### config.mk
export PLATFORM = sky130hd
export DESIGN_NAME = uart_rx_framer
export DESIGN_NICKNAME = d
export VERILOG_FILES = /design/src/rtl/urx_pkg.sv /design/src/rtl/urx_line_sync.sv /design/src/rtl/urx_bit_timer.sv /design/src/rtl/urx_shift_asm.sv /design/src/rtl/urx_parity_judge.sv /design/src/rtl/uart_rx_framer.sv
export SDC_FILE = /design/constraint.sdc
export NUM_CORES = 1
export LEC_CHECK = 0
export ABC_AREA = 1
export BUFFER_PORTS_ARGS = -buffer_cell sky130_fd_sc_hd__buf_2
export CORE_MARGIN = 2
export CORE_UTILIZATION = 60
export CTS_BUF_LIST = sky130_fd_sc_hd__clkbuf_2 sky130_fd_sc_hd__clkbuf_4 sky130_fd_sc_hd__clkbuf_8
export CTS_CLUSTER_SIZE = 14
export DETAILED_ROUTE_END_ITERATION = 12
export GPL_ROUTABILITY_DRIVEN = 1
export PLACE_DENSITY = 0.8
export SLEW_MARGIN = 20
export SYNTH_ARGS = -nofsm -noshare
export SYNTH_HDL_FRONTEND = slang
export SYNTH_HIERARCHICAL = 1
export SYNTH_SLANG_ARGS = --single-unit
### constraint.sdc
create_clock -name clk -period 6.3 [get_ports clk]
set_input_delay 1.575 -clock clk [delete_from_list [all_inputs] [get_ports clk]]
set_output_delay 1.575 -clock clk [all_outputs]
set_load 0.03 [all_outputs]
### src/rtl/urx_pkg.sv
package urx_pkg;

  typedef enum logic [2:0] {
    PAR_NONE = 3'd0,
    PAR_ODD  = 3'd1,
    PAR_EVEN = 3'd2,
    PAR_ZERO = 3'd3,
    PAR_ONE  = 3'd4
  } parity_e;

  typedef enum logic [2:0] {
    ST_IDLE,
    ST_START,
    ST_DATA,
    ST_PARITY,
    ST_STOP
  } rx_state_e;

  function automatic parity_e decode_parity(input logic [2:0] code);
    case (code)
      3'd1:    return PAR_ODD;
      3'd2:    return PAR_EVEN;
      3'd3:    return PAR_ZERO;
      3'd4:    return PAR_ONE;
      default: return PAR_NONE;
    endcase
  endfunction

endpackage

### src/rtl/urx_line_sync.sv
module urx_line_sync #(
  parameter int STAGES = 2
) (
  input  logic clk,
  input  logic rst,
  input  logic din,
  output logic line,
  output logic fall
);
  logic [STAGES-1:0] chain;
  logic              prev;

  always_ff @(posedge clk) begin
    if (rst) chain[0] <= 1'b1;
    else     chain[0] <= din;
  end

  for (genvar g = 1; g < STAGES; g++) begin : g_stage
    always_ff @(posedge clk) begin
      if (rst) chain[g] <= 1'b1;
      else     chain[g] <= chain[g-1];
    end
  end

  always_ff @(posedge clk) begin
    if (rst) prev <= 1'b1;
    else     prev <= chain[STAGES-1];
  end

  assign line = chain[STAGES-1];
  assign fall = prev & ~chain[STAGES-1];

  // a falling edge cannot repeat on consecutive cycles
  assert_fall_single_R2: assert property (@(posedge clk) disable iff (rst)
    fall |=> !fall);
endmodule

### src/rtl/urx_bit_timer.sv
module urx_bit_timer #(
  parameter int CW = 16
) (
  input  logic          clk,
  input  logic          rst,
  input  logic          load_half,
  input  logic          run,
  input  logic [CW-1:0] period,
  output logic          tick
);
  logic [CW-1:0] cnt;

  always_ff @(posedge clk) begin
    if (rst) begin
      cnt <= '0;
    end else if (load_half) begin
      cnt <= (period >> 1) - CW'(1);
    end else if (run) begin
      if (cnt == '0) cnt <= period - CW'(1);
      else           cnt <= cnt - CW'(1);
    end
  end

  assign tick = run && (cnt == '0);

  // while running, the countdown never reaches a full period
  assert_cnt_in_period_R3: assert property (@(posedge clk) disable iff (rst)
    (run && !load_half && period >= CW'(4) && $stable(period) && $past(run)) |-> (cnt < period));
endmodule

### src/rtl/urx_shift_asm.sv
module urx_shift_asm #(
  parameter int W    = 9,
  parameter int NB_W = 4
) (
  input  logic            clk,
  input  logic            rst,
  input  logic            clear,
  input  logic            shift_en,
  input  logic            msb_first,
  input  logic [NB_W-1:0] nbits,
  input  logic            bit_in,
  output logic [W-1:0]    word
);
  logic [W-1:0] nxt;

  always_comb begin
    if (msb_first) begin
      nxt = {word[W-2:0], bit_in};
    end else begin
      nxt = word >> 1;
      nxt[nbits - NB_W'(1)] = bit_in;
    end
  end

  always_ff @(posedge clk) begin
    if (rst || clear) word <= '0;
    else if (shift_en) word <= nxt;
  end

  // bits at or above the selected width stay zero while shifting
  assert_upper_zero_R4: assert property (@(posedge clk) disable iff (rst)
    (shift_en && !clear && $stable(nbits)) |=> ((word >> nbits) == '0));
endmodule

### src/rtl/urx_parity_judge.sv
module urx_parity_judge #(
  parameter int W = 9
) (
  input  urx_pkg::parity_e mode,
  input  logic [W-1:0]     word,
  input  logic             pbit,
  output logic             ok
);
  import urx_pkg::*;
  logic odd_total;

  assign odd_total = ^{word, pbit};

  always_comb begin
    case (mode)
      PAR_ODD:  ok = odd_total;
      PAR_EVEN: ok = !odd_total;
      PAR_ZERO: ok = !pbit;
      PAR_ONE:  ok = pbit;
      default:  ok = 1'b1;
    endcase
  end
endmodule

### src/rtl/uart_rx_framer.sv
module uart_rx_framer #(
  parameter int CPB_W       = 16,
  parameter int MIN_DATA    = 5,
  parameter int MAX_DATA    = 9,
  parameter int SYNC_STAGES = 2
) (
  input  logic                clk,
  input  logic                rst,
  input  logic                rx_serial,
  input  logic [CPB_W-1:0]    cfg_cycles_per_bit,
  input  logic [3:0]          cfg_data_bits,
  input  logic                cfg_msb_first,
  input  logic [2:0]          cfg_parity_mode,
  input  logic                cfg_parity_check,
  output logic [MAX_DATA-1:0] rx_data,
  output logic                rx_valid,
  output logic                err_start,
  output logic                err_parity,
  output logic                err_frame
);
  import urx_pkg::*;

  localparam int NB_W = $clog2(MAX_DATA + 1);

  rx_state_e            state;
  logic [CPB_W-1:0]     period_q;
  logic [NB_W-1:0]      nbits_q;
  logic                 msb_q;
  parity_e              mode_q;
  logic                 chk_q;
  logic [NB_W-1:0]      bit_idx;
  logic                 start_bad;
  logic                 par_bad;

  logic                 line;
  logic                 fall;
  logic                 tick;
  logic                 begin_frame;
  logic [CPB_W-1:0]     period_sel;
  logic [MAX_DATA-1:0]  word;
  logic                 par_ok;
  logic [NB_W-1:0]      nbits_in;

  always_comb begin
    if (cfg_data_bits < 4'(MIN_DATA))      nbits_in = NB_W'(MIN_DATA);
    else if (cfg_data_bits > 4'(MAX_DATA)) nbits_in = NB_W'(MAX_DATA);
    else                                   nbits_in = NB_W'(cfg_data_bits);
  end

  assign begin_frame = (state == ST_IDLE) && fall;
  assign period_sel  = (state == ST_IDLE) ? cfg_cycles_per_bit : period_q;

  urx_line_sync #(.STAGES(SYNC_STAGES)) u_sync (
    .clk (clk),
    .rst (rst),
    .din (rx_serial),
    .line(line),
    .fall(fall)
  );

  urx_bit_timer #(.CW(CPB_W)) u_timer (
    .clk      (clk),
    .rst      (rst),
    .load_half(begin_frame),
    .run      (state != ST_IDLE),
    .period   (period_sel),
    .tick     (tick)
  );

  urx_shift_asm #(.W(MAX_DATA), .NB_W(NB_W)) u_asm (
    .clk      (clk),
    .rst      (rst),
    .clear    (begin_frame),
    .shift_en ((state == ST_DATA) && tick),
    .msb_first(msb_q),
    .nbits    (nbits_q),
    .bit_in   (line),
    .word     (word)
  );

  urx_parity_judge #(.W(MAX_DATA)) u_par (
    .mode(mode_q),
    .word(word),
    .pbit(line),
    .ok  (par_ok)
  );

  always_ff @(posedge clk) begin
    if (rst) begin
      state      <= ST_IDLE;
      period_q   <= '0;
      nbits_q    <= NB_W'(MAX_DATA - 1);
      msb_q      <= 1'b0;
      mode_q     <= PAR_NONE;
      chk_q      <= 1'b0;
      bit_idx    <= '0;
      start_bad  <= 1'b0;
      par_bad    <= 1'b0;
      rx_data    <= '0;
      rx_valid   <= 1'b0;
      err_start  <= 1'b0;
      err_parity <= 1'b0;
      err_frame  <= 1'b0;
    end else begin
      rx_valid   <= 1'b0;
      err_start  <= 1'b0;
      err_parity <= 1'b0;
      err_frame  <= 1'b0;
      case (state)
        ST_IDLE: begin
          period_q <= cfg_cycles_per_bit;
          nbits_q  <= nbits_in;
          msb_q    <= cfg_msb_first;
          mode_q   <= decode_parity(cfg_parity_mode);
          chk_q    <= cfg_parity_check;
          if (fall) state <= ST_START;
        end
        ST_START: if (tick) begin
          start_bad <= line;
          par_bad   <= 1'b0;
          bit_idx   <= '0;
          state     <= ST_DATA;
        end
        ST_DATA: if (tick) begin
          bit_idx <= bit_idx + NB_W'(1);
          if (bit_idx == nbits_q - NB_W'(1))
            state <= (mode_q == PAR_NONE) ? ST_STOP : ST_PARITY;
        end
        ST_PARITY: if (tick) begin
          par_bad <= chk_q && !par_ok;
          state   <= ST_STOP;
        end
        ST_STOP: if (tick) begin
          rx_valid   <= 1'b1;
          rx_data    <= word;
          err_start  <= start_bad;
          err_parity <= par_bad;
          err_frame  <= !line;
          state      <= ST_IDLE;
        end
        default: state <= ST_IDLE;
      endcase
    end
  end

  // leaving idle needs a falling edge
  assert_idle_hold_R2: assert property (@(posedge clk) disable iff (rst)
    (state == ST_IDLE && !fall) |=> (state == ST_IDLE));

  // the parity slot is never visited when parity is none
  assert_no_parity_slot_R7: assert property (@(posedge clk) disable iff (rst)
    (state == ST_PARITY) |-> (mode_q != PAR_NONE));

  // a bad start bit does not abort the frame
  assert_start_continues_R8: assert property (@(posedge clk) disable iff (rst)
    (state == ST_START && tick) |=> (state == ST_DATA));

  // after the stop sample the block is idle again
  assert_back_to_idle_R9: assert property (@(posedge clk) disable iff (rst)
    rx_valid |-> (state == ST_IDLE));

  // captured configuration holds while a frame is in progress
  assert_cfg_hold_R11: assert property (@(posedge clk) disable iff (rst)
    (state != ST_IDLE) |=> ($stable(nbits_q) && $stable(mode_q) && $stable(period_q)));

  // the strobe lasts one cycle and follows a stop-bit state
  assert_valid_pulse_R12: assert property (@(posedge clk) disable iff (rst)
    rx_valid |=> !rx_valid);
  assert_valid_after_stop_R12: assert property (@(posedge clk) disable iff (rst)
    rx_valid |-> ($past(state) == ST_STOP));
  assert_flags_with_valid_R12: assert property (@(posedge clk) disable iff (rst)
    (err_start || err_parity || err_frame) |-> rx_valid);

  // no parity error is reported when the frame had no parity
  assert_parity_err_mode_R6: assert property (@(posedge clk) disable iff (rst)
    err_parity |-> ($past(mode_q) != PAR_NONE));
endmodule

# Word-level counts from Yosys, hierarchy flattened
# Cells that the tools add are included.
# totals
out_inout_bits,13
reg_bits,75
word_cells,102
# classes
reduce_logical,24
bitwise,4
magnitude_cmp,4
addsub,5
eq_ne,19
muxes,27
# ops
cell,n
2-to-1 mux 16 bit,4
"subtractor 16 x 1 -> 16 bit, second input constant",2
2-to-1 mux 3 bit,7
"== test 3 x 2 -> 1 bit, second input constant",6
zero test 16 bit,1
2-to-1 mux 4 bit,4
"subtractor 15 x 1 -> 16 bit, second input constant",1
case mux 3 bit (5 select lines),1
case mux 3 bit (4 select lines),1
"!= test 2 bit, second input constant",5
parity 10 bit,1
bitwise mux 9 bit,1
"== test 3 x 1 -> 1 bit, second input constant",3
"== test 3 bit, second input constant",3
2-to-1 mux 9 bit,1
case mux 4 bit (2 select lines),1
zero test 3 bit,2
AND reduction 3 bit,2
AND reduction 6 bit,1
nonzero test 2 bit,3
logical AND 1 bit,5
"< comparator 4 x 5 -> 1 bit, second input constant",1
"adder 4 x 1 -> 4 bit, second input constant",1
demux 1 bit (select 4 bit),1
other kinds (17),25

# Logic depth before layout (Yosys ltp)
# Gate-level depths: netlist (run 1).
# logic_depth
word_depth,7
mapped_depth,19
mapped_depth_nobuf,18

# Modules after synthesis
# The synthesis (run 1) kept the hierarchy.
# modules_own_cells
module,area_per_inst_um2,cells_each,n_inst,seq_area_each_um2
uart_rx_framer,2133.3,278,1,940.9
urx_bit_timer,1581.5,246,1,320.3
urx_shift_asm,568.0,94,1,180.2
urx_parity_judge,240.2,50,1,0.0
urx_line_sync,93.8,12,1,60.1

# Least setup slack after synthesis (run 1)
# OpenSTA, ideal clock, no wires.
# synth_path
path_type,input -> register
from,input port cfg_cycles_per_bit[1]
to,register u_timer.cnt[14]
path_slack_ps,3298
stages,13
setup_time_ps,109
arrival_ps,2893
cell_sequence,o21ai_0 -> inv_1 -> nand3_1 -> nand3_1 -> nand2_1 -> ha_1 -> nand2_4 -> nor2_4 -> nand2_2 -> o21bai_1 -> nand3_1 -> nand2_1 -> inv_1
# synth_between
elab_chain_cells,5
# synth_lines
item,line,source
start: declaration,uart_rx_framer.sv:10,"input logic [CPB_W-1:0] cfg_cycles_per_bit,"
2-to-1 mux 16 bit *,--,
net period_sel[1],uart_rx_framer.sv:39,logic [CPB_W-1:0] period_sel;
subtractor 16 x 1 -> 16 bit,urx_bit_timer.sv:19,if (cnt == '0) cnt <= period - CW'(1);
2-to-1 mux 16 bit,urx_bit_timer.sv:19,
2-to-1 mux 16 bit,urx_bit_timer.sv:18,end else if (run) begin
2-to-1 mux 16 bit *,urx_bit_timer.sv:16,end else if (load_half) begin
end signal: assignment,urx_bit_timer.sv:17,cnt <= (period >> 1) - CW'(1);
end signal: assignment,urx_bit_timer.sv:19,
end signal: assignment,urx_bit_timer.sv:20,else cnt <= cnt - CW'(1);
end: declaration,urx_bit_timer.sv:11,logic [CW-1:0] cnt;
# Mark *: on every way through the listed nets, which the timed path passes. The rest lies on a longest branch. The select of a mux whose other input is x is not followed.
# A chain may end at the register's enable or synchronous reset.

# Worst setup path after layout (run 1)
# layout_path
from,register state[1]
to,register u_timer.cnt[14]
# layout_between
elab_chain_cells,6
# layout_lines
item,line,source
start: declaration,uart_rx_framer.sv:25,rx_state_e state;
start signal: assignment,uart_rx_framer.sv:127,state <= (mode_q == PAR_NONE) ? ST_STOP : ST_PARITY;
zero test 3 bit *,uart_rx_framer.sv:51,assign period_sel = (state == ST_IDLE) ? cfg_cycles_per_bit : period_q;
2-to-1 mux 16 bit *,--,
net period_sel[1],uart_rx_framer.sv:39,
subtractor 16 x 1 -> 16 bit,urx_bit_timer.sv:19,
2-to-1 mux 16 bit,urx_bit_timer.sv:19,
2-to-1 mux 16 bit,urx_bit_timer.sv:18,
2-to-1 mux 16 bit *,urx_bit_timer.sv:16,
# Marks and branches as above.

==> results of run 1 <==
[cell type report]
type	count	area [um^2]	area share
multi-input combinational	480	2566	0.5122
sequential	75	1501	0.2997
inverter	105	395.4	0.07892
timing repair buffer	41	207.7	0.04146
clock buffer	10	137.6	0.02747
tap	99	123.9	0.02473
clock inverter	5	77.57	0.01548
[metal layers]
layer	vias to the layer above	track usage	wire length, um
li1	2212	-	-
met1	1983	0.2846	4429
met2	103	0.5098	5446
met3	21	0.03451	401
met4	0	0.1219	244
met5	-	0	0
[tightest hold or removal path, delay by kind of cell (launching register included)]
| kind | cells | cell delay, ns |
|---|---|---|
| flip-flops | 1 | 0.31 |
| AND/OR/NAND/NOR | 1 | 0.04 |
| buffers and inverters | 1 | 0.03 |
[power by group through the flow]
stage	Combinational, mW	Sequential [mW]	Clock (mW)
2_1_floorplan	0.529	0.558	0
3_3_place_gp	0.603	0.564	0
3_5_place_dp	0.617	0.566	0
4_1_cts	0.621	0.556	0.413
5_1_grt	0.702	0.563	0.432
6_report	0.627	0.556	0.407
[flip-flops by register name (all words and copies together) (netlist names)]
signal        flops
mode_q            3
chk_q             1
u_sync/line       1
period_q         16
u_sync/chain      1
rx_valid          1
u_sync/prev       1
err_parity        1
err_start         1
bit_idx           4
par_bad           1
err_frame         1
rx_data           9
u_timer/cnt      16
state             3
nbits_q           4
start_bad         1
msb_q             1
u_asm/word        9
[synthesized netlist by cell type (all sizes together)]
library cell / instances / area share
xor2: 6 / 0.011
clkinv: 2 / 0.0019
nor4: 1 / 0.0014
xnor2: 5 / 0.0095
o31a: 1 / 0.0019
o21bai: 4 / 0.0065
or2: 31 / 0.042
a211oi: 3 / 0.0070
a21oi: 42 / 0.047
nor2: 105 / 0.098
buf: 14 / 0.026
clkbuf: 6 / 0.0073
o31ai: 1 / 0.0016
inv: 103 / 0.084
nand4: 7 / 0.0095
dfxtp: 75 / 0.33
a31oi: 5 / 0.010
o21ai: 51 / 0.069
nand2: 145 / 0.14
o211ai: 5 / 0.0081
nor3: 3 / 0.0043
nand3: 62 / 0.078
ha: 3 / 0.0081
[stage by stage]
| stage | setup slack [ns] | power, mW | instance area (um^2) |
|---|---|---|---|
| final | 3.144 | 1.591 | 5010 |
| after global routing | 2.882 | 1.696 | 5010 |
| after CTS | 3.154 | 1.590 | 5010 |
| after detailed placement | 2.965 | 1.183 | 4795 |
| after global placement | 3.028 | 1.167 | 4795 |
| after floorplan | 3.298 | 1.087 | 4617 |
[cells by family after synthesis]
| group | Yosys count | synth area share |
|---|---|---|
| compound gates | 112 | 0.1515 |
| fa+ha+maj | 3 | 0.008131 |
| flops | 75 | 0.3252 |
| xor+xnor | 11 | 0.02087 |
| buf+inv | 125 | 0.1190 |
| simple gates | 354 | 0.3753 |
[worst paths after layout]
kind / endpoint / depth (start not counted) / from / slack (ns)
worst max-delay path: u_timer/cnt[14] / 17 / state[1] / 3.14
worst min-delay path: u_sync/line / 2 / u_sync/chain[0] / 0.41
worst min register to register: u_sync/line / 2 / u_sync/chain[0] / 0.41
worst max register to register: u_timer/cnt[14] / 17 / state[1] / 3.14
==> results by group, run 1 <==
Critical path
  – Crit-path max cell delay: 0.50 ns
  – Worst Setup End Kind: flip-flop
  – Worst path cell trace: nor2_4 > nand2_4 > inv_2 > or2_2 > o21ai_0 > inv_1 > nand3_1 > nand3_1 > nand2_1 > ha_1 > nand2_4 > nor2_4 > nand2_2 > o21bai_1 > nand3_1 > nand2_1 > inv_1
  – Top delay family on crit path: simple AND/OR/NAND/NOR gates
  – CP required: 6.55 ns
  – Worst Path Buf+Inv: 3
  – CP arrival: 3.40 ns
  – Crit path launch type: flip-flop
  – CP max stage cell: dfxtp_1
  – CP Max Fanout: 32
  – CP most frequent cell: nand3_1
  – CP Class: reg2reg

Yosys
  – Post-Syn Nets: 711
  – Post-synthesis sequential area ratio: 0.3252
  – Area of the mapped netlist: 4617 um^2
  – Synth unique cells: 44
  – Post-Syn Area per Cell: 6.790 um^2
  – Mapped Cells: 680
  – Post-synthesis register bit count: 75
  – Synth warn: 6

Run
  – MaxCap Viol Count: 0

Cells and area
  – Commonest non-fill, non-tap cell in the layout: nand2_1
  – Fill cells: 679
  – Final Util: 0.6798
  – Layout cell share with drive strength beyond 1: 0.2207
  – Commonest cells after routing, fill and taps aside: nand2_1, inv_1, nor2_1
  – Final net count: 743
  – Antenna Cells: 0
  – Area grow syn2layout: 8.509%
  – Layout Cells excl Fill: 815

Routing
  – WL/cell: 12.91 um
  – Final ANT Viol Nets: 0
  – Vias per std cell: 5.299
  – DRT iter0 DRCs: 129
  – Residual DRC: 0
  – Vias post-DR: 4319
  – DR pass1 iterations: 4
  – Final wirelength: 10.52 mm

STA
  – Slew HR: 0.4669
  – F_max: 316.9 MHz
  – Fin crit period: 3.156 ns
  – Final setup skew: 0.008626 ns
  – Hold Vio Cnt, Final: 0
  – Period Utilization, post-route: 0.5009
  – Worst-Margin Slew: 0.7996 ns
  – Worst hold slack: 0.4068 ns
  – TNS Setup: 0 ns
  – Max Slew Vio Count: 0
  – Unrepaired setup endpoints after global routing: no
  – Endpoints failing setup: 0

Power
  – Switching Share: 0.3979
  – Part of the power in registers: 0.350
  – PD cells: 317.5 nW/um^2
  – NetSw: 0.6330 mW
  – Peak supply drop: 0.1971 mV
  – P_int: 0.9578 mW
  – Clk pwr share: 0.256
  – Comb power frac: 0.394
  – Leakage power: 2.396 nW

Global route
  – Vias in the first global route: 4210
  – Largest net degree at the start of global routing: 41
  – First-pass GRT wire length: 18.17 mm
  – GR Util All Layers: 0.2651
  – Initial antenna violation count: 0
  – Gr ovfl total: 0

Clock tree
  – CTS Root Cell: clkbuf_8
  – Setup Fix Bufs, Post-CTS: 0
  – CTS tree: built
  – Clk_lat worst skew: 0.35 ns
  – H-tree Lvls: 3
  – CTS resizes: 0
  – Hold buffers post-CTS: 0
  – Max clock buf depth: 2
  – Clock sinks: 75
  – Cts bufs inserted: 9
  – CTS clock-pin slew for the worst setup and hold paths: 0.07 ns

Floorplanning
  – DIE WIDTH: 91.72 um
  – Die area: 8413 um^2
  – Top Ports: 41
  – Starting Density: 0.6265
  – Core Area: 7370 um^2
  – Die Ht: 91.72 um
  – Rows: 31

Status
  – Status: finished clean

Placed design
  – HPWL Detailed: 7.618 mm
  – IO Port Bufs: 40
  – Dpl cells: 800
  – Routability Congestion: 0.8938

Hold path
  – Hold Path Class: reg2reg
(Power assumes the default switching activity.)
==> run 2: changes to the inputs <==
- ABC_AREA: 1 -> 0
- CORE_UTILIZATION: 60 -> 55
- PLACE_DENSITY: 0.8 -> 0.78
- clock period: 6.3 -> 2.78 ns (I/O delays scaled with it)
==> results by group, run 2 <==
Status
  – Status: complete, but fails checks
  – Failing checks: negative setup slack

STA
  – Unrepaired setup endpoints after global routing: yes
  – F_max: 345.7 MHz (+9.1%)
  – Worst hold slack: 0.4447 ns (+0.03797 ns)
  – Final setup skew: 0.009036 ns (+0.0004105 ns)
  – Max Slew Vio Count: 0 (unchanged)
  – Slew HR: 0.5039 (+0.03694)
  – TNS Setup: -0.5144 ns (-0.5144 ns)
  – Endpoints failing setup: 7 (+7)
  – Period Utilization, post-route: 1.040 (+0.5395)
  – Fin crit period: 2.892 ns (-0.2633 ns)
  – Post-route setup slack: -0.1123 ns (-3.257 ns)
  – Hold Vio Cnt, Final: 0 (unchanged)
  – Worst-Margin Slew: 0.7415 ns (-0.05815 ns)

Critical path
  – CP max stage cell: or4_4
  – Reg2Reg Launch Point: u_timer/cnt[6]
  – Crit path launch type: flip-flop
  – CP arrival: 3.14 ns (-0.26 ns)
  – Crit path launch: u_timer/cnt[6]
  – CP Max Fanout: 5 (-84%)
  – Crit-path max cell delay: 0.56 ns (+0.06 ns)
  – CP required: 3.03 ns (-3.52 ns)
  – CP Class: reg2reg
  – Worst path cell trace: or4_4 > nor4b_4 > and2_4 > a21oi_2 > o21a_1 > ha_2 > o211ai_1 > buf_4 > nor3_2 > a211o_1
  – R2R Setup Slk: -0.11 ns (-3.26 ns)
  – Worst Setup End Kind: flip-flop

Routing
  – WL/cell: 17.14 um (+33%)
  – DR pass1 iterations: 5 (+1)
  – Final ANT Viol Nets: 0 (unchanged)
  – Vias per std cell: 6.082 (+15%)
  – Final wirelength: 11.86 mm (+13%)
  – Residual DRC: 0 (unchanged)
  – Vias post-DR: 4209 (-2.5%)
  – DRT iter0 DRCs: 339 (+160%)

Global route
  – Initial antenna violation count: 0 (unchanged)
  – Vias in the first global route: 3938 (-6.5%)
  – Largest net degree at the start of global routing: 35 (-15%)
  – GR Util All Layers: 0.2749 (+0.009773)
  – Gr ovfl total: 0 (unchanged)
  – First-pass GRT wire length: 18.31 mm (+0.76%)

Clock tree
  – Clock sinks: 75 (unchanged)
  – CTS Root Cell: clkbuf_8
  – Max clock buf depth: 2 (unchanged)
  – CTS tree: built
  – CTS clock-pin slew for the worst setup and hold paths: 0.08 ns (about the same)
  – Clk_lat worst skew: 0.36 ns (about the same)
  – H-tree Lvls: 3 (unchanged)
  – Cts bufs inserted: 9 (unchanged)

Yosys
  – Area of the mapped netlist: 4113 um^2 (-11%)
  – Most instantiated cells after synthesis: nand2_1, dfxtp_1, a21oi_1, nor2_1, clkbuf_1
  – Post-synthesis sequential area ratio: 0.3651 (+0.03987)
  – Synth warn: 6 (unchanged)
  – Count leader, synth: nand2_1
  – Largest area contributor in the netlist: dfxtp_1
  – Mapped Cells: 518 (-24%)
  – Top_reg_cell synth: dfxtp_1
  – Post-synthesis register bit count: 75 (unchanged)
  – Post-Syn Nets: 549 (-23%)
  – Number of flops mapped to enable cells by yosys: 0 (unchanged)
  – Synth top area cells: dfxtp_1, nand2_1, a21oi_1
  – Async SR Flop Fraction: 0 (unchanged)
  – Synth unique cells: 68 (+55%)
  – Post-Syn Area per Cell: 7.940 um^2 (+17%)
  – Area share of the largest cell type after synthesis: 0.3651 (+0.03987)

Cells and area
  – Top flop regs: period_q: 16 flops, u_timer/cnt: 16 flops
  – Commonest cells after routing, fill and taps aside: nand2_1, dfxtp_1, a21oi_1
  – Area grow syn2layout: 25.16%
  – Final net count: 619 (-17%)
  – Antenna Cells: 0 (unchanged)
  – Layout cell share with drive strength beyond 1: 0.2496 (+0.02891)
  – Commonest non-fill, non-tap cell in the layout: nand2_1

Floorplanning
  – Starting Density: 0.5670 (-0.05947)
  – Die Ht: 90.48 um (-1.4%)
  – Core Area: 7253 um^2 (-1.6%)
  – Die area: 8186 um^2 (-2.7%)
  – Top Ports: 41 (unchanged)
  – DIE WIDTH: 90.48 um (-1.4%)
  – Rows: 31 (unchanged)

Power
  – Peak supply drop: 0.7228 mV (+270%)
  – Leakage power: 2.081 nW (-13%)
  – PD cells: 1291 nW/um^2 (+310%)

Placed design
  – IO Port Bufs: 40 (unchanged)
  – HPWL Detailed: 7.539 mm (-1.0%)
  – Routability Congestion: 0.9207 (+3.0%)

Hold path
  – Hold Path Class: reg2reg
  – Hold_sp: u_sync/chain[0]

Run
  – MaxCap Viol Count: 0 (unchanged)
run 2: final cells by class:
| type | instances | area [um^2] |
|---|---|---|
| fill | 573 | 2106 |
| inverter | 7 | 31.28 |
| tap | 99 | 123.9 |
| clock inverter | 6 | 136.4 |
| sequential | 75 | 1505 |
| multi-input combinational | 407 | 2618 |
| timing repair inverter | 2 | 10.01 |
| clock buffer | 10 | 131.4 |
| timing repair buffer | 86 | 591.8 |
run 2: stage by stage:
step                instances  setup slack, ns  utilization  total power [mW]  instance area (um^2)
global route              692          -0.2287       0.7097             6.969                  5147
global placement          656          0.09847       0.6286             4.233                  4559
finish                    692          -0.1123       0.7097             6.645                  5147
CTS                       676         0.009603       0.6728             5.717                  4880
floorplan                 518         -0.09339            -             3.535                  4203
detailed placement        656         -0.08093       0.6286             4.349                  4559
run 2: cell families (layout without fill, tap and decap cells):
group | Yosys count | after routing | share of synthesized area
and+or+nand+nor | 240 | 240 | 0.3015
muxes | 11 | 11 | 0.02860
buffers and inverters | 36 | 111 | 0.03498
DFF | 75 | 75 | 0.3651
xor gates and xnor gates | 22 | 22 | 0.05202
adders and majority gates | 3 | 3 | 0.009128
AOI/OAI and AO/OA | 131 | 131 | 0.2087
run 2: worst paths after layout:
| path | endpoint | depth (start not counted) |
|---|---|---|
| min reg2reg | u_sync/line | 1 |
| max reg2reg | u_timer/cnt[8] | 10 |
| min | u_sync/line | 1 |
| max | u_timer/cnt[8] | 10 |
run 2: metal layers:
layer | wire [um] | part of all wire | track usage
met1 | 4993 | 0.42 | 0.3464
met2 | 5607 | 0.47 | 0.4546
met3 | 929 | 0.078 | 0.05593
met4 | 331 | 0.028 | 0.1205
met5 | 0 | 0 | 0
run 2: timing repair:
item	4_1_cts	5_1_grt
setup buffers	4	13
gates resized for setup	3	32
hold buffers	0	0
setup endpoints to repair	7	18
cloned	0	3
pin swaps	2	17
run 2: critical path, delay by kind of cell (launching register included):
family,cells,cell delay (ns)
AO/OA/AOI/OAI,4,0.80
adder cells (fa/ha/maj),1,0.20
buffers and inverters,1,0.22
flip-flops,1,0.34
AND/OR/NAND/NOR,4,1.21
run 2: where the power goes:
| part | switching [mW] | internal (mW) | leakage, nW |
|---|---|---|---|
| registers | 0.211 | 1.28 | 0.615 |
| clock network | 0.436 | 0.700 | 0.131 |
| logic | 2.18 | 1.84 | 1.34 |
| total | 2.83 | 3.81 | 2.08 |
==> run 3: changes to the inputs <==
- ABC_AREA: 0 -> 1
- CORE_UTILIZATION: 55 -> 56
- PLACE_DENSITY: 0.78 -> 0.79
==> results by group, run 3 (synthesized netlist as in run 1, its figures left out) <==
Critical path
  – Crit-path max cell delay: 0.36 ns (-0.20 ns)
  – CP Max Fanout: 20 (+15)
  – Reg2Reg Launch Point: state[0]
  – Crit path launch: state[0]
  – CP required: 3.05 ns (+0.02 ns)
  – Worst path cell trace: nor2_4 > nand2_4 > buf_4 > nor2_2 > inv_2 > buf_4 > or2_0 > nand2_1 > inv_2 > nor2_2 > nand2_4 > o21bai_1 > nand3_1 > nand2_1 > inv_1
  – CP max stage cell: dfxtp_2
  – R2R Path End: u_timer/cnt[10]
  – CP arrival: 2.79 ns (-0.35 ns)
  – R2R Setup Slk: 0.25 ns (+0.37 ns)
  – CP Class: reg2reg
  – Worst Setup End Kind: flip-flop
  – Crit path launch type: flip-flop
  – Reg2Reg Depth: 15 (+5)

Placed design
  – Dpl cells: 814 (+24%)
  – Placed instance area: 4862 um^2 (+6.6%)
  – IO Port Bufs: 40 (unchanged)
  – Place WS: 0.1001 ns (+0.1810 ns)
  – HPWL Detailed: 7.804 mm (+3.5%)
  – Routability Congestion: 0.8976 (-2.5%)

Routing
  – Final wirelength: 10.67 mm (-10%)
  – Wire length on met2: 4.949 mm (-12%)
  – Residual DRC: 0 (unchanged)
  – Met3 Wirelength: 630 um (-32%)
  – WL/cell: 12.75 um (-26%)
  – Routed met1 length: 4.740 mm (-5.1%)
  – Vias per std cell: 5.286 (-13%)
  – Vias post-DR: 4424 (+5.1%)
  – Final ANT Viol Nets: 0 (unchanged)
  – DR pass1 iterations: 5 (unchanged)
  – Top sig layer: met4
  – DRT iter0 DRCs: 313 (-7.7%)

Global route
  – Initial antenna violation count: 0 (unchanged)
  – GR Util All Layers: 0.2538 (-0.02113)
  – Gr ovfl total: 0 (unchanged)
  – Largest net degree at the start of global routing: 22 (-37%)
  – First-pass GRT wire length: 18.09 mm (-1.2%)
  – Vias in the first global route: 4136 (+5.0%)

Floorplanning
  – Starting Density: 0.5705 (+0.003484)
  – Rows: 33 (+6.5%)
  – Core Area: 8093 um^2 (+12%)
  – DIE WIDTH: 94.80 um (+4.8%)
  – Die Ht: 94.80 um (+4.8%)
  – Top Ports: 41 (unchanged)
  – Die area: 8987 um^2 (+9.8%)

Cells and area
  – Layout cell share with drive strength beyond 1: 0.2445 (-0.005043)
  – Commonest cells after routing, fill and taps aside: nand2_1, inv_1, nor2_1
  – Final Util: 0.6364 (-0.07331)
  – Final net count: 758 (+22%)
  – Commonest non-fill, non-tap cell in the layout: nand2_1
  – Top flop regs: period_q: 16 flops, u_timer/cnt: 16 flops
  – Area grow syn2layout: 11.54%
  – Antenna Cells: 0 (unchanged)
  – Final instance area: 5150 um^2 (about the same)
  – Layout Cells excl Fill: 837 (+21%)

STA
  – Post-route setup slack: 0.2539 ns (+0.3663 ns)
  – Unrepaired setup endpoints after global routing: no
  – Slew HR: 0.6474 (+0.1435)
  – Fin crit period: 2.526 ns (-0.3663 ns)
  – Hold Vio Cnt, Final: 0 (unchanged)
  – Endpoints failing setup: 0 (-7)
  – Worst hold slack: 0.4075 ns (-0.03722 ns)
  – Final setup skew: 0.01504 ns (+0.006007 ns)
  – Worst-Margin Slew: 0.5284 ns (-0.2131 ns)
  – Max Slew Vio Count: 0 (unchanged)
  – TNS Setup: 0 ns (+0.5144 ns)
  – F_max: 395.9 MHz (+14%)
  – Period Utilization, post-route: 0.9087 (-0.1317)

Hold path
  – Hold Path Class: reg2reg
  – Worst Hold End: u_sync/line
  – Hold_sp: u_sync/chain[0]
  – Hold path cells: 2 (+1)

Status
  – Status: finished clean

Power
  – Part of the power in registers: 0.340 (+0.116)
  – Comb power frac: 0.402 (-0.203)
  – NetSw: 1.492 mW (-47%)
  – Clk pwr share: 0.257 (+0.086)
  – Power, Total: 3.711 mW (-44%)
  – Switching Share: 0.4021 (-0.02387)
  – PD cells: 720.6 nW/um^2 (-44%)
  – Peak supply drop: 0.4069 mV (-44%)
  – P_int: 2.219 mW (-42%)
  – Leakage power: 2.469 nW (+19%)

Clock tree
  – CTS tree: built
  – Clock sinks: 75 (unchanged)
  – CTS clock-pin slew for the worst setup and hold paths: 0.09 ns (about the same)
  – CTS Root Cell: clkbuf_8
  – H-tree Lvls: 3 (unchanged)
  – Max clock buf depth: 2 (unchanged)
  – Cts bufs inserted: 9 (unchanged)
  – Clk_lat worst skew: 0.36 ns (about the same)

Run
  – MaxCap Viol Count: 0 (unchanged)
## run 3: cell types whose count changed in the layout (fill, tap and decap cells not counted), sizes merged, moves of 27 or more
cell	delta
inv	+97
nor2	+60
nand3	+56
nand2	+52
o21ai	+31
buf	-29
or2	+27
## run 3: cell type report
class	count	area (um^2)
fillers	725	2943
flip-flops and latches	75	1504
multi-input cells	480	2571
clock inverters	7	101.3
repair buffers	56	320.3
inverters	105	397.9
clock buffers	9	123.9
well taps	105	131.4
## run 3: worst max-delay path: cells and delay by family, from the launching register on
kind	cells	cell delay, ns
AND/OR/NAND/NOR	9	1.29
buffers and inverters	5	0.65
flip-flops	1	0.36
AO/OA/AOI/OAI	1	0.12
## run 3: worst max path at each step
| stage | to | depth (start not counted) | slack [ns] |
|---|---|---|---|
| after floorplan | u_timer/cnt[14] | 17 | 0.29 |
| after global placement | u_timer/cnt[14] | 17 | 0.20 |
| after detailed placement | u_timer/cnt[14] | 17 | 0.10 |
| after CTS | u_timer/cnt[14] | 17 | 0.06 |
| after global routing | u_timer/cnt[10] | 15 | 0.008 |
| final | u_timer/cnt[10] | 15 | 0.25 |
## run 3: power by group through the flow
stage | clock network, mW | registers [mW] | logic [mW]
3_3_place_gp | 0 | 1.28 | 1.38
2_1_floorplan | 0 | 1.26 | 1.20
4_1_cts | 0.968 | 1.26 | 1.44
5_1_grt | 1.01 | 1.27 | 1.67
3_5_place_dp | 0 | 1.28 | 1.41
6_report | 0.955 | 1.26 | 1.49
## run 3: routing by layer
layer | GRT usage | vias to the layer above
met5 | 0 | -
met4 | 0.1220 | 0
met3 | 0.04469 | 34
met2 | 0.4167 | 158
met1 | 0.3220 | 1989
li1 | - | 2243
## run 3: repair_timing
action	in CTS	in global routing
hold buffers	0	0
buffers inserted	0	7
setup endpoints to repair	0	11
gates resized for setup	0	7
